## src/rtl/alu_flags.sv

```systemverilog
module alu_flags #(
  parameter int W = 8
) (
  input  logic [3:0]   fsel,
  input  logic [W-1:0] a_in,
  input  logic [W-1:0] b_in,
  output logic [W-1:0] y,
  output logic         n,
  output logic         z,
  output logic         c,
  output logic         v
);
  localparam logic [W-1:0] ONE = W'(1);

  logic [W-1:0] addend;
  logic         cin;
  logic         is_arith;
  logic [W:0]   sum;

  always_comb begin
    addend   = '0;
    cin      = 1'b0;
    is_arith = 1'b1;
    case (fsel)
      4'b0000: ;
      4'b0001: cin = 1'b1;
      4'b0010: addend = b_in;
      4'b0101: begin addend = ~b_in; cin = 1'b1; end
      4'b0110: addend = '1;
      default: is_arith = 1'b0;
    endcase
  end

  assign sum = {1'b0, a_in} + {1'b0, addend} + {{W{1'b0}}, cin};

  always_comb begin
    case (fsel)
      4'b0000, 4'b0001, 4'b0010,
      4'b0101, 4'b0110: y = sum[W-1:0];
      4'b1000: y = a_in & b_in;
      4'b1001: y = a_in | b_in;
      4'b1010: y = a_in ^ b_in;
      4'b1011: y = ~a_in;
      4'b1100: y = b_in;
      4'b1101: y = {1'b0, b_in[W-1:1]};
      4'b1110: y = {b_in[W-2:0], 1'b0};
      default: y = '0;
    endcase
  end

  assign n = y[W-1];
  assign z = (y == '0);
  assign c = is_arith & sum[W];
  assign v = is_arith & (a_in[W-1] == addend[W-1]) & (sum[W-1] != a_in[W-1]);

  always_comb begin

    if (fsel == 4'b0101) sub_inverse_chk: assert (W'(y + b_in) == a_in);

    if (fsel == 4'b0110) dec_inverse_chk: assert (W'(y + ONE) == a_in);

    if (fsel[3]) no_overflow_chk: assert (!c && !v);

    if (fsel == 4'b0011 || fsel == 4'b0100 || fsel == 4'b0111 || fsel == 4'b1111)
      unused_zero_chk: assert (z && !n);

    flag_excl_chk: assert (!(z && n));

    if (fsel == 4'b1101) shr_fill_chk: assert (!n);

    if (fsel == 4'b1110) shl_fill_chk: assert (!y[0]);

    if (fsel == 4'b0000) pass_a_chk: assert (y == a_in && !c && !v);
  end
endmodule

```

## config.mk

```make
export PLATFORM = sky130hd
export DESIGN_NAME = alu_flags
export DESIGN_NICKNAME = d
export VERILOG_FILES = /design/src/rtl/alu_flags.sv
export SDC_FILE = /design/constraint.sdc
export NUM_CORES = 1
export LEC_CHECK = 0
export ABC_AREA = 1
export CELL_PAD_IN_SITES_DETAIL_PLACEMENT = 2
export CELL_PAD_IN_SITES_GLOBAL_PLACEMENT = 2
export CORE_AREA = 2 2 75 84
export DETAILED_ROUTE_END_ITERATION = 8
export DIE_AREA = 0 0 77 86
export PLACE_DENSITY_LB_ADDON = 0.3
export REMOVE_ABC_BUFFERS = 1
export SLEW_MARGIN = 40
export SYNTH_ARGS = -nofsm -noshare
export SYNTH_HDL_FRONTEND = slang
export SYNTH_SLANG_ARGS = --single-unit
export TNS_END_PERCENT = 20
```

## constraint.sdc

```tcl
create_clock -name vclk -period 5.76
set_input_delay 1.44 -clock vclk [all_inputs]
set_output_delay 1.44 -clock vclk [all_outputs]
set_load 0.01 [all_outputs]
```

---- Yosys cells after proc, flatten, opt, wreduce, memory -nomap -nowiden ----
Cells that the tools add are included.
word-level totals
  register bits after elaboration ......... 0
  bits in latches ......................... 0
  bits in writable memories ............... 0
  ROM bits ................................ 0
  bits of input ports ..................... 20
  logic and storage cells ................. 31
  memories kept ........................... 0
operators by class
  $add $sub $neg .......................... 2
  $mul .................................... 0
  divide/modulo/power cells ............... 0
  $lt $le $gt $ge ......................... 0
  eq/ne operators ......................... 13
  shifts and indexed selects .............. 0
  muxes and demuxes ....................... 4
  bitwise operators ....................... 8
  reductions and logical operators ........ 4
operators by type and width
  cell                number
  $pmux 8 s8          1
  $eq 4x4->1 const B  7
  $pmux 8 s3          1
  $not 8->8           2
  $add 8x8->9         1
  $add 9x1->9         1
  $and 8x8->8         1
  $eq 4x3->1 const B  2
  $logic_not 8->1     1
  $or 8x8->8          1
  $xor 8x8->8         1
  $reduce_or 5->1     1
  $eq 4x1->1 const B  1
  $eq 4x2->1 const B  1
  $logic_not 4->1     1
  $and 1x1->1         3
  $mux 1              2
  $reduce_or 2->1     1
  $eq 1x1->1          1
  $ne 1x1->1          1

---- Logic depth before layout (Yosys ltp) ----
Gate-level depths: netlist of the first run.
  word-level depth ........................ 6
  gate-level depth with buffers ........... 20
  mapped depth without buffers ............ 20

---- Worst setup path after synthesis of the first run ----
No wires, ideal clock.
  kind .................................... in2out
  from .................................... input fsel[0]
  to ...................................... output z
  arrival ................................. 3.717 ns
  slack ................................... 0.603 ns
  cell stages on the path ................. 19
  path through ............................ inv_1 nand2_2 nor2_1 inv_1 o21ai_0 o21ai_0 fa_1 fa_1 inv_1 nand2_1 nand2_1 nand3_1 nand2_1 nand2_1 nand3_1 nand2_1 nor2_1 nand2_1 nor2_1
on the way
  longest elaborated chain between the ends .. 6
  elaborated cells on any way between the ends .. 20
  classes of those cells .................. 2 x add/sub; 11 x eq/ne; 3 x mux; 4 x reduce/logical
ends and longest elaborated chain
  what                                                  line    text
  start: declaration                                    4       input logic [3:0] fsel,
  $eq 4x3->1 (tied with other cells)                    24, 37
  $pmux 8 s3 / $reduce_or 2->1 (equally long branches)  n/a
  $add 8x8->9 / $mux 1 (equally long branches)          34, 24
  $add 9x1->9                                           34      assign sum = {1'b0, a_in} + {1'b0, addend} + {{W{1'b0}}, cin};
  $pmux 8 s8 *                                          37      case (fsel)
  named net y[6]                                        7       output logic [W-1:0] y,
  $logic_not 8->1 *                                     52      assign z = (y == '0);
  end: declaration                                      9       output logic z,
The timed path passes the listed nets; every way through them passes the cells marked *.

---- Worst setup path after layout of the first run ----
  from .................................... input fsel[1]
  to ...................................... output y[5]
on the way
  longest elaborated chain between the ends .. 5
  elaborated cells on any way between the ends .. 19
  classes of those cells .................. 2 x add/sub; 11 x eq/ne; 3 x mux; 3 x reduce/logical
ends and longest elaborated chain
  what                                                  line
  $eq 4x3->1 (tied with other cells)                    24, 37
  $pmux 8 s3 / $reduce_or 2->1 (equally long branches)  n/a
  $add 8x8->9 / $mux 1 (equally long branches)          34, 24
  $add 9x1->9                                           34
  $pmux 8 s8 *                                          37
  end: declaration                                      7
Mark *: on every way between the ends. The rest lies on a longest branch, timed or not.

==> results.cfg, run 1 <==
[yosys]
yosys_warnings = 0
yosysSeqAreaShare = 0
synth_top_area_share = 0.265
post-synth-top-area-cell = nand2_1
syn_avg_cell_area_um2 = 4.96
synth_cell_types = 20
synth_area_leaders = nand2_1, ha_1, inv_1, nor2_1, nand3_1
synthCells = 285
synth_area_um2 = 1410

[sta]
fmax_ghz = 0.178
holdWs_ns = 3.86
setup_viol = 0
max-slew-margin-rel = 0.580
worst_slew_pin_slew_ns = 0.627
slew_violations = 0
finalCritPeriodShare = 0.975
period_needed_ns = 5.61
finalHoldViolations = 0
finalWorstSetupSlack_ns = 0.145

[drt]
drc = 0
antenna_left = 0
dr.pass1.iters = 4
wirelength_um = 6430
drt_iter0_drc = 31
wl_per_cell_um = 14.7
vias_per_cell = 4.56
vias = 1992

[run_status]
status = complete, no violations

[floorplanning]
die_h_um = 86
dieArea_um2 = 6620
fp-row-count = 29
num_io_pins = 32
initial_core_util = 0.247
die_w_um = 77
core_area_um2 = 5730

[min_path]
hold_class = primary input to primary output
holdCritStartpoint = fsel[0]

[placed_design]
io_buffers = 32
place_ws_ns = -0.562
gp_congestion = 0.842
dpl-instance-area_um2 = 2140
dp_hpwl_um = 5820

[flow_run]
drv_cap = 0

[global_routing]
track_usage = 0.198
grt_max_degree = 9
antenna_found_initial = 0
grt_remaining_overflow = 0
grt_pass1_vias = 2172
grt_pass1_wl_um = 10600

[power_and_ir_drop]
ir_drop_uv = 24.2
p_per_area_nw_per_um2 = 79.3
p_leak_nw = 1.30

[final_layout]
seqCellArea_um2 = 0
most-common-layout-cells = nand2_1, inv_1, buf_4
fin_util = 0.382
nClkBuffers = 0
design.seq.count = 0
final_area_um2 = 2190
drive_above_1_share = 0.200
nets = 407
final_common_cell = nand2_1
fill_cells = 780
diodes = 0
area_delta_synth_final_pct = 54.8

[worst_setup_path]
crit_arrival_ns = 4.17
worst-setup-path-type = primary input to primary output
cp-endpoint = y[5]
worstPathRequired_ns = 4.32
critPathMaxFanout = 6
crit_start = fsel[1]
crit_path_end_kind = primary output
cp-start-kind = primary input
worst min path at each step:
stage / end / slack, ns / depth (start not counted)
6_report: z / 3.86 / 10
2_1_floorplan: v / 3.01 / 3
3_5_place_dp: v / 4.04 / 4
5_1_grt: c / 4.00 / 7
3_3_place_gp: v / 4.04 / 4
4_1_cts: c / 4.00 / 5
power breakdown:
group          switching, mW  internal (mW)
logic                 0.0910         0.0825
clock network              0              0
registers                  0              0
cells by family (layout without fill, tap and decap cells):
logic type	after synthesis	count (layout)	synth area share
AOI/OAI and AO/OA	22	22	0.0788
buffers and inverters	58	133	0.158
and+or+nand+nor	180	180	0.532
adders and majority gates	25	25	0.232
synthesized netlist by cell type, drive strengths merged:
library cell and instances:
nand3 26, a21oi 6, nor4 1, o22ai 1, or2 1, nor3 4
fa 2, nand3b 1, nand2 102, ha 23, o21ai 15, inv 56
nor2 45, buf 2
per-layer routing:
layer,GRT usage,vias to the layer above,part of all wire
li1,-,1025,-
met1,0.257,946,0.47
met2,0.387,19,0.51
met3,0,2,0.010
met4,0.0114,0,0.0068
met5,0,-,0
area by class of cell:
type | instances | area, um2 | share of cell area
inverter | 56 | 210 | 0.0961
timing repair buffer | 77 | 657 | 0.300
multi-input combinational | 227 | 1220 | 0.560
tap | 77 | 96.3 | 0.0440
critical path, cell delays in order:
cell	delay (ns)
dlygate4sd2_1	0.27
inv_2	0.08
nand2_2	0.06
nor2_2	0.14
inv_1	0.07
buf_4	0.14
nor2_1	0.11
inv_2	0.09
o21ai_0	0.19
ha_1	0.29
nand2_1	0.08
inv_1	0.05
buf_4	0.12
nand3_1	0.10
nand2_1	0.06
nand2_1	0.05
nand3_1	0.09
nand2_2	0.12
buf_4	0.10
clkdlybuf4s50_1	0.52
stage by stage:
step                      setup TNS [ns]  power (mW)  std cells
after global placement             -1.87       0.167        435
final                                  0       0.174        437
after global routing             -0.0361       0.194        437
after CTS                         -0.239       0.175        436
after floorplan                        0      0.0715        283
after detailed placement           -3.46       0.174        435
timing repair:
action / 4_1_cts / 5_1_grt
pin swaps: 2 / 4
setup endpoints to repair: 11 / 11
hold buffers: 0 / 0
buffers inserted: 1 / 1
cloned: 0 / 0
gates resized for setup: 20 / 12
No activity file was read; power rests on OpenSTA's default activity.
==> run 2: changes to the inputs <==
--- a/config.mk
+++ b/config.mk
@@ -5,12 +5,11 @@
 export SDC_FILE = /design/constraint.sdc
 export NUM_CORES = 1
 export LEC_CHECK = 0
-export ABC_AREA = 1
 export CELL_PAD_IN_SITES_DETAIL_PLACEMENT = 2
 export CELL_PAD_IN_SITES_GLOBAL_PLACEMENT = 2
-export CORE_AREA = 2 2 75 84
+export CORE_AREA = 10 10 78 86
 export DETAILED_ROUTE_END_ITERATION = 8
-export DIE_AREA = 0 0 77 86
+export DIE_AREA = 0 0 88 96
 export PLACE_DENSITY_LB_ADDON = 0.3
 export REMOVE_ABC_BUFFERS = 1
 export SLEW_MARGIN = 40
==> results.cfg, run 2 <==
[sta]
holdWs_ns = 3.72
worst_slew_pin_slew_ns = 0.515
setup_viol = 3
finalCritPeriodShare = 1.04
fmax_ghz = 0.167
period_needed_ns = 5.97
rsz0062_at_grt = true
finalHoldViolations = 0
slew_violations = 0
finalWorstSetupSlack_ns = -0.214
max-slew-margin-rel = 0.648

[yosys]
post-synth-top-area-cell = ha_1
yosys_warnings = 0
synthCells = 198
synth_cell_types = 55
ys_top_cells_by_count = ha_1, inv_1, nor2_1
synth_area_leaders = ha_1, inv_1, mux2_2, o21ai_0, nor2_1
syn_avg_cell_area_um2 = 7.28
synth_area_um2 = 1440
synth_top_area_share = 0.200
yosysSeqAreaShare = 0

[drt]
dr.pass1.iters = 4
wl_met3_um = 228
wirelength_um = 6180
dr_wl_met2_um = 3170
vias = 1788
wl_per_cell_um = 18.8
antenna_left = 0
wl_met1_um = 2670
drt_iter0_drc = 60
highest_layer = met4
drc = 0
vias_per_cell = 5.45

[final_layout]
fin_util = 0.450
final_common_cell = buf_4
design.seq.count = 0
area_delta_synth_final_pct = 55.0
seqCellArea_um2 = 0
nets = 317
nClkBuffers = 0
most-common-layout-cells = buf_4, ha_1, inv_1
diodes = 0
drive_above_1_share = 0.319

[min_path]
holdCritStartpoint = fsel[1]
hold_class = primary input to primary output

[floorplanning]
dieArea_um2 = 8450
die_h_um = 96
initial_core_util = 0.290
fp-row-count = 27
core_area_um2 = 4970
num_io_pins = 32
die_w_um = 88

[global_routing]
antenna_found_initial = 0
track_usage = 0.145
grt_pass1_vias = 2019
grt_pass1_wl_um = 10100
grt_max_degree = 20
grt_remaining_overflow = 0

[worst_setup_path]
worstPathRequired_ns = 4.32
crit_arrival_ns = 4.53
cp-start-kind = primary input
critPathMaxFanout = 4
worst-setup-path-type = primary input to primary output
crit_start = fsel[0]
crit_path_end_kind = primary output

[run_status]
violations = setup timing
status = complete, but fails checks

[flow_run]
drv_cap = 0

[power_and_ir_drop]
p_leak_nw = 1.08
ir_drop_uv = 35.8
p_per_area_nw_per_um2 = 86.7

[placed_design]
io_buffers = 32
dp_hpwl_um = 5190
gp_congestion = 0.865
[run 2: cells by family (layout without fill, tap and decap cells)]
| logic type | after synthesis | in the layout | synth area share |
|---|---|---|---|
| xor+xnor | 5 | 5 | 0.0304 |
| simple gates | 62 | 62 | 0.247 |
| compound gates | 60 | 60 | 0.285 |
| fa+ha+maj | 25 | 25 | 0.227 |
| mux | 10 | 10 | 0.0981 |
| buf+inv | 36 | 108 | 0.112 |
[run 2: what timing repair did]
action                                  4_1_cts  5_1_grt
setup buffers                                 2        0
hold buffers                                  0        0
endpoints found under the setup margin       11        9
pin swaps                                    11        2
gates resized for setup                      46        8
[run 2: area by class of cell]
type                       instances  area [um2]
tap                               58        72.6
fill                             600        2730
timing repair buffer              85         716
inverter                          23        86.3
multi-input combinational        162        1360
[run 2: worst max-delay path, cell delays in order]
cell and delay, ns:
buf_8 0.11, buf_6 0.12, nor2b_4 0.12, a22oi_1 0.09, or2_4 0.25, fa_2 0.36
fa_1 0.51, o211ai_1 0.09, or4_1 0.49, or4b_4 0.50, nor4_2 0.27, buf_2 0.17
[run 2: routing by layer]
layer  vias up  global-route usage
li1        869                   -
met1       871               0.173
met2        38               0.275
met3        10              0.0144
met4         0              0.0226
met5         -                   0
[run 2: through the flow]
step | instances | setup slack [ns] | power (mW) | TNS, ns | cell area [um2]
2_1_floorplan | 185 | -0.170 | 0.0796 | -0.170 | 1370
3_3_place_gp | 326 | -1.25 | 0.179 | -7.53 | 2140
3_5_place_dp | 326 | -1.36 | 0.186 | -8.72 | 2140
4_1_cts | 328 | -0.229 | 0.193 | -0.470 | 2210
5_1_grt | 328 | -0.314 | 0.213 | -1.12 | 2230
6_report | 328 | -0.214 | 0.194 | -0.493 | 2230
[run 2: power breakdown]
group / internal [mW] / total, mW / switching [mW]
Sequential: 0 / 0 / 0
Clock: 0 / 0 / 0
Combinational: 0.101 / 0.194 / 0.0932
[run 2: path summary, 6_finish.rpt]
kind	endpoint	slack [ns]	depth (start not counted)
worst max-delay path	z	-0.21	12
worst min-delay path	z	3.72	7
==> run 3: changes to the inputs <==
--- a/config.mk
+++ b/config.mk
@@ -5,6 +5,7 @@
 export SDC_FILE = /design/constraint.sdc
 export NUM_CORES = 1
 export LEC_CHECK = 0
+export CAP_MARGIN = 20
 export CELL_PAD_IN_SITES_DETAIL_PLACEMENT = 2
 export CELL_PAD_IN_SITES_GLOBAL_PLACEMENT = 2
 export CORE_AREA = 10 10 78 86
==> results of run 3 <==
Final layout, timing and power as in run 2 (identical DEF).
